`config.mk`:
```
export PLATFORM = sky130hd
export DESIGN_NAME = bfp_scaler
export DESIGN_NICKNAME = d
export VERILOG_FILES = /design/src/rtl/bfp_pkg.sv /design/src/rtl/bfp_select.sv /design/src/rtl/bfp_peak.sv /design/src/rtl/bfp_shift_ctl.sv /design/src/rtl/bfp_norm.sv /design/src/rtl/bfp_scaler.sv
export SDC_FILE = /design/constraint.sdc
export NUM_CORES = 1
export LEC_CHECK = 0
export BUFFER_PORTS_ARGS = -buffer_cell sky130_fd_sc_hd__buf_2
export CAP_MARGIN = 25
export CORE_UTILIZATION = 51
export CTS_CLUSTER_DIAMETER = 80
export DETAILED_ROUTE_END_ITERATION = 8
export PLACE_DENSITY = 0.76
export SETUP_SLACK_MARGIN = 0.15
export SLEW_MARGIN = 20
export SYNTH_ARGS = -nofsm -noshare
export SYNTH_HDL_FRONTEND = slang
export SYNTH_SLANG_ARGS = --single-unit
```
`constraint.sdc`:
```
create_clock -name clk -period 15.81 [get_ports clk]
set_clock_uncertainty 0.1 [all_clocks]
set_input_delay 3.9525 -clock clk [delete_from_list [all_inputs] [get_ports clk]]
set_output_delay 3.9525 -clock clk [all_outputs]
set_load 0.01 [all_outputs]
```
`src/rtl/bfp_pkg.sv`:
```
package bfp_pkg;
  localparam int BFP_IN_W = 19;
  localparam int BFP_W    = 16;
  localparam int BFP_STEP = 4;
  localparam int BFP_TAG  = 4;

  typedef enum logic {GROW_NARROW = 1'b0, GROW_WIDE = 1'b1} grow_e;
endpackage

```
`src/rtl/bfp_select.sv`:
```
module bfp_select #(
  parameter int IN_W = 19,
  parameter int W    = 16
) (
  input  logic                   first,
  input  logic                   use3,
  input  logic [1:0][IN_W-1:0]   res,
  output logic [1:0][W-1:0]      kept,
  output logic                   ovf_hit
);
  localparam int TOP = IN_W - 1;
  logic       use_wide;
  logic [1:0] lane_ovf;

  assign use_wide = !first && use3;

  for (genvar k = 0; k < 2; k++) begin : g_lane
    assign kept[k]     = use_wide ? res[k][TOP -: W] : res[k][TOP-1 -: W];
    assign lane_ovf[k] = res[k][TOP] ^ res[k][TOP-1];
  end

  assign ovf_hit = !use_wide && (|lane_ovf);
endmodule

```
`src/rtl/bfp_peak.sv`:
```
module bfp_peak #(
  parameter int W     = 16,
  parameter int CNT_W = $clog2(W)
) (
  input  logic                 clk,
  input  logic                 rst,
  input  logic                 clr,
  input  logic                 valid,
  input  logic [1:0][W-1:0]    word,
  output logic [CNT_W-1:0]     peak_now
);
  function automatic logic [CNT_W-1:0] sign_run(input logic [W-1:0] w);
    logic run;
    sign_run = '0;
    run      = 1'b1;
    for (int i = W - 2; i >= 0; i--) begin
      if (run && (w[i] == w[W-1])) sign_run = sign_run + 1'b1;
      else run = 1'b0;
    end
  endfunction

  logic [CNT_W-1:0] pk_q, c_re, c_im, c_min;

  assign c_re     = sign_run(word[0]);
  assign c_im     = sign_run(word[1]);
  assign c_min    = (c_re < c_im) ? c_re : c_im;
  assign peak_now = (valid && (c_min < pk_q)) ? c_min : pk_q;

  always_ff @(posedge clk) begin
    if (rst || clr) pk_q <= CNT_W'(W - 1);
    else            pk_q <= peak_now;
  end
endmodule

```
`src/rtl/bfp_shift_ctl.sv`:
```
module bfp_shift_ctl #(
  parameter int CNT_W  = 4,
  parameter int STEP   = 4,
  parameter int TAG_W  = 4,
  parameter int STEP_W = $clog2(STEP + 1)
) (
  input  logic              clk,
  input  logic              rst,
  input  logic              restart,
  input  logic              pass_end,
  input  logic              off,
  input  logic              use3,
  input  logic [CNT_W-1:0]  peak,
  input  logic              ovf_set,
  output logic [STEP_W-1:0] step_q,
  output logic [TAG_W-1:0]  total_q,
  output logic              ovf_q
);
  localparam logic [TAG_W-1:0] CAP_WIDE   = {TAG_W{1'b1}};
  localparam logic [TAG_W-1:0] CAP_NARROW = CAP_WIDE - 1'b1;

  logic [TAG_W-1:0] cap, room, lim;

  always_comb begin
    cap  = use3 ? CAP_WIDE : CAP_NARROW;
    room = (total_q < cap) ? (cap - total_q) : '0;
    lim  = (TAG_W'(peak) < TAG_W'(STEP)) ? TAG_W'(peak) : TAG_W'(STEP);
    if (lim > room) lim = room;
    if (off)        lim = '0;
  end

  always_ff @(posedge clk) begin
    if (rst || restart) begin
      step_q  <= '0;
      total_q <= '0;
      ovf_q   <= 1'b0;
    end else begin
      if (ovf_set) ovf_q <= 1'b1;
      if (pass_end) begin
        step_q  <= STEP_W'(lim);
        total_q <= total_q + lim;
      end
    end
  end
endmodule

```
`src/rtl/bfp_norm.sv`:
```
module bfp_norm #(
  parameter int W      = 16,
  parameter int STEP_W = 3
) (
  input  logic              clk,
  input  logic              rst,
  input  logic              in_valid,
  input  logic [1:0][W-1:0] in_word,
  input  logic [STEP_W-1:0] shift,
  input  logic              kill,
  output logic              out_valid,
  output logic [1:0][W-1:0] out_word
);
  always_ff @(posedge clk) begin
    if (rst) out_valid <= 1'b0;
    else     out_valid <= in_valid;
  end

  for (genvar k = 0; k < 2; k++) begin : g_lane
    always_ff @(posedge clk) begin
      if (rst)       out_word[k] <= '0;
      else if (kill) out_word[k] <= '0;
      else           out_word[k] <= in_word[k] << shift;
    end
  end
endmodule

```
`src/rtl/bfp_scaler.sv`:
```
module bfp_scaler
  import bfp_pkg::*;
#(
  parameter int IN_W  = BFP_IN_W,
  parameter int W     = BFP_W,
  parameter int STEP  = BFP_STEP,
  parameter int TAG_W = BFP_TAG
) (
  input  logic                          clk,
  input  logic                          rst,
  input  logic                          pass_start,
  input  logic                          pass_first,
  input  logic                          pass_end,
  input  logic                          grow3,
  input  logic                          bfp_off,
  input  logic                          res_valid,
  input  logic [IN_W-1:0]               res_re,
  input  logic [IN_W-1:0]               res_im,
  output logic                          sel_valid,
  output logic [W-1:0]                  sel_re,
  output logic [W-1:0]                  sel_im,
  input  logic                          ld_valid,
  input  logic [W-1:0]                  ld_re,
  input  logic [W-1:0]                  ld_im,
  output logic                          nrm_valid,
  output logic [W-1:0]                  nrm_re,
  output logic [W-1:0]                  nrm_im,
  output logic [$clog2(STEP+1)-1:0]     pass_shift,
  output logic [TAG_W-1:0]              scale_tag
);
  localparam int CNT_W  = $clog2(W);
  localparam int STEP_W = $clog2(STEP + 1);

  grow_e               mode;
  logic                in_first_q;
  logic                restart, ovf_hit, ovf_now, ovf_q;
  logic [1:0][IN_W-1:0] res_pair;
  logic [1:0][W-1:0]   kept, sel_q, ld_pair, nrm_pair;
  logic [CNT_W-1:0]    peak_now;
  logic [STEP_W-1:0]   step_q;
  logic [TAG_W-1:0]    total_q;

  assign mode     = grow_e'(grow3);
  assign restart  = pass_start && pass_first;
  assign res_pair = {res_im, res_re};
  assign ld_pair  = {ld_im, ld_re};

  always_ff @(posedge clk) begin
    if (rst)             in_first_q <= 1'b1;
    else if (pass_start) in_first_q <= pass_first;
  end

  bfp_select #(.IN_W(IN_W), .W(W)) u_select (
    .first   (in_first_q),
    .use3    (mode == GROW_WIDE),
    .res     (res_pair),
    .kept    (kept),
    .ovf_hit (ovf_hit)
  );

  assign ovf_now = res_valid && ovf_hit;

  bfp_peak #(.W(W), .CNT_W(CNT_W)) u_peak (
    .clk      (clk),
    .rst      (rst),
    .clr      (pass_start),
    .valid    (res_valid),
    .word     (kept),
    .peak_now (peak_now)
  );

  bfp_shift_ctl #(.CNT_W(CNT_W), .STEP(STEP), .TAG_W(TAG_W), .STEP_W(STEP_W)) u_ctl (
    .clk      (clk),
    .rst      (rst),
    .restart  (restart),
    .pass_end (pass_end),
    .off      (bfp_off),
    .use3     (mode == GROW_WIDE),
    .peak     (peak_now),
    .ovf_set  (ovf_now),
    .step_q   (step_q),
    .total_q  (total_q),
    .ovf_q    (ovf_q)
  );

  always_ff @(posedge clk) begin
    if (rst) begin
      sel_valid <= 1'b0;
      sel_q     <= '0;
    end else begin
      sel_valid <= res_valid;
      sel_q     <= (ovf_q || ovf_now) ? '0 : kept;
    end
  end

  bfp_norm #(.W(W), .STEP_W(STEP_W)) u_norm (
    .clk       (clk),
    .rst       (rst),
    .in_valid  (ld_valid),
    .in_word   (ld_pair),
    .shift     (step_q),
    .kill      (ovf_q),
    .out_valid (nrm_valid),
    .out_word  (nrm_pair)
  );

  assign sel_re     = sel_q[0];
  assign sel_im     = sel_q[1];
  assign nrm_re     = nrm_pair[0];
  assign nrm_im     = nrm_pair[1];
  assign pass_shift = step_q;
  assign scale_tag  = ovf_q ? {TAG_W{1'b1}} : total_q;
endmodule

```
==> impl_metrics.toml <==
[power]
total_power_consumption_w = 0.000717
worst_voltage_drop_across_the_vdd_grid_mv = 0.0531
comb_power_frac = 0.371
p_seq_frac = 0.315
clockPowerShare = 0.315
p_switching_w = 0.000261
total_leakage_power_nw = 3.97
swShare = 0.364
power_per_cell_area_nw_per_um2 = 81.6
power.internal_w = 0.000456

[cts]
tritoncts = "done"
worstSkewPairLatency_ns = 0.36
number_of_buffers_created_by_cts = 9
cts.sink_count = 79
cts_htree_levels = 3
worst_setup_hold_path_clk_slew_ns = 0.07
cts-root-buf = "sky130_fd_sc_hd__clkbuf_16"
max-clock-path-buffers = 2

[global_route]
antenna_violations_before_repair = 0
grt_max_degree = 41
grt_remaining_overflow = 0
global_route_wire_length_before_repair_mm = 32.2
first_global_vias = 6619
globalRouteTotalUtil = 0.264

[placed_design]
port_buffers = 147
placed_wire_length_estimate_after_detailed_placement_mm = 14.8
globalplace.congestion = 0.886
dp_cells = 1284
dp_slack_ns = -0.0438

[logic_synthesis]
synth_area_um2 = 7490
yosys_warns = 0
netlist_top_cells_area = "sky130_fd_sc_hd__dfxtp_1 21%, sky130_fd_sc_hd__nand2_1 8.0%, sky130_fd_sc_hd__ha_1 6.7%"
synth.largest_area_cell = "sky130_fd_sc_hd__dfxtp_1"
synthCells = 1007
count_of_flip_flops_with_a_built_in_enable_after_synthesis = 0
syn-num-nets = 1127
syn_avg_cell_area_um2 = 7.44
synth.most_common_cell = "sky130_fd_sc_hd__nand2_1"
synth-seq-cells = 79
synth-main-ff-cell = "sky130_fd_sc_hd__dfxtp_1"
synth.lib_cells_used.distinct = 95
ys_seq_area_frac = 0.211
synth.top_cells.by_count = "160 x sky130_fd_sc_hd__nand2_1, 90 x sky130_fd_sc_hd__a21oi_1, 79 x sky130_fd_sc_hd__dfxtp_1"
async_reset_ff_frac = 0
share_of_the_synthesized_area_in_the_top_cell_type = 0.211

[timing]
setup_violations = 0
period_needed_ns = 14.92
maximum_clock_rate_ghz = 0.0670
final.period_utilization = 0.943
finalWorstSetupSlack_ns = 0.894
timing_max_transition_violations_final = 0
report.final.hold_viol_count = 0
max-slew-margin-rel = 0.386
rsz0062_at_grt = "no"
worstMarginPinSlew_ns = 0.922

[worst_setup_path]
worst_ep_required_time_ns = 15.95
ff2ff_path_depth = 66
end_kind = "flop"
critPathLaunchType = "input pin"
r2r_slack_ns = 3.84
timing.critical_path.arrival_ns = 15.06
timing_worst_setup_path_type = "in -> reg"
critical-path-max-stage-delay_ns = 0.38
timing.critical_path.slowest_stage_cell = "sky130_fd_sc_hd__o311a_1"
cp_most_frequent_cell = "sky130_fd_sc_hd__ha_1"
worst-path-max-fanout = 13

[final_layout]
nNetsFinal = 1243
fin_cells = 1308
layout_cell_share_with_drive_strength_beyond_1 = 0.236
syn_to_final_growth_pct = 17.3
fill_cells = 1259
antennaDiodeCount = 0

[route]
viasPerCell = 5.90
routed_wire_length_per_instance_um = 15.5
wl_final_mm = 20.3
drcViolationCount = 0
drt.antenna.violating_nets = 0
drt-pass1-iter-count = 6
drt_first_iter_violations = 696
vias = 7713

[die]
chipWidth_um = 123
number_of_placed_i_o_pins = 152
die_area_um2 = 15200
core_area_um2 = 14100
core_rows = 43
floorplan.initialDensity = 0.531
die_y_um = 123

[outcome]
run_status = "completed"

[worst_hold_path]
hold-path-cell-count = 2
timing.hold.worst.class = "reg -> reg"

[run]
max-cap-violations = 0
-- through the flow --
| stage | TNS (ns) | utilization | hold WS (ns) | instance area, um2 |
|---|---|---|---|---|
| floorplan | 0 | - | 0.389 | 7490 |
| global placement | 0 | 0.587 | 0.411 | 8270 |
| detailed placement | -0.0438 | 0.587 | 0.424 | 8270 |
| CTS | 0 | 0.609 | 0.432 | 8580 |
| global route | 0 | 0.623 | 0.474 | 8790 |
| finish | 0 | 0.623 | 0.436 | 8790 |
-- worst paths after layout --
path	startpoint	to
worst max-delay path	grow3	u_ctl.total_q[3]
worst min-delay path	u_ctl.step_q[2]	u_ctl.step_q[2]
worst max register to register	in_first_q	u_ctl.total_q[3]
worst min register to register	u_ctl.step_q[2]	u_ctl.step_q[2]
-- routing by layer --
metal  GRT usage  routed length [um]  up-vias
met2       0.412                9380      240
met1       0.374                9460     3604
li1            -                   -     3849
met3      0.0323                1090       20
met5           0                   0        -
met4      0.0896                 339        0
-- flip-flops by register name (all words and copies together), names as in the netlist --
name and cells:
u_norm.out_word 32, sel_valid 1, u_ctl.ovf_q 1, u_ctl.total_q 4, in_first_q 1, u_peak.pk_q 4, sel_im 16, u_norm.out_valid 1
u_ctl.step_q 3, sel_re 16
-- cells in the final DEF (no fill, tap or decap), drive strengths merged, types with 10 or more instances in the layout --
master / n
clkbuf: 10
mux2: 20
o21ai: 39
buf: 172
or2: 15
xor2: 22
o22ai: 17
ha: 40
nor2b: 16
nor2: 78
a21oi: 91
nand2: 160
a31oi: 11
xnor2: 22
or3: 11
a21o: 10
nor3: 29
o211ai: 15
dfxtp: 79
and2: 19
nand3: 23
mux2i: 51
inv: 39
-- cells by family after synthesis --
family                     after synthesis  synth area share
AOI/OAI and AO/OA                      262             0.232
xor gates and xnor gates                46            0.0578
adders and majority gates               41            0.0695
buffers and inverters                  105            0.0630
DFF                                     79             0.211
muxes                                   73             0.107
other                                    1          0.000501
and+or+nand+nor                        400             0.259
-- layout make-up --
cell class / instances / area, um2 / area share
Timing Repair Buffer: 173 / 967 / 0.110
Multi-Input combinational cell: 823 / 5560 / 0.632
Tap cell: 180 / 225 / 0.0256
Inverter: 37 / 139 / 0.0158
Clock buffer: 9 / 225 / 0.0256
Sequential cell: 79 / 1580 / 0.180
Clock inverter: 7 / 90.1 / 0.0103
-- critical path, delay by kind of cell --
kind / cells / cell delay (ns)
adders and majority gates: 11 / 2.94
buffers and inverters: 5 / 0.46
xor gates and xnor gates: 4 / 0.64
AOI/OAI and AO/OA: 21 / 3.57
and+or+nand+nor: 24 / 3.01
muxes: 3 / 0.47
-- power groups by stage --
| stage | clock (W) | combinational, W | sequential [W] |
|---|---|---|---|
| floorplan | 0 | 0.000176 | 0.000236 |
| global placement | 0 | 0.000245 | 0.000230 |
| detailed placement | 0 | 0.000249 | 0.000230 |
| CTS | 0.000228 | 0.000251 | 0.000226 |
| global route | 0.000236 | 0.000296 | 0.000228 |
| finish | 0.000226 | 0.000266 | 0.000225 |
-- timing repair --
action,in CTS,in global routing
setup buffers,0,7
setup endpoints to repair,0,7
gates resized for setup,0,29
hold buffers,0,0
(Power assumes the default switching activity.)
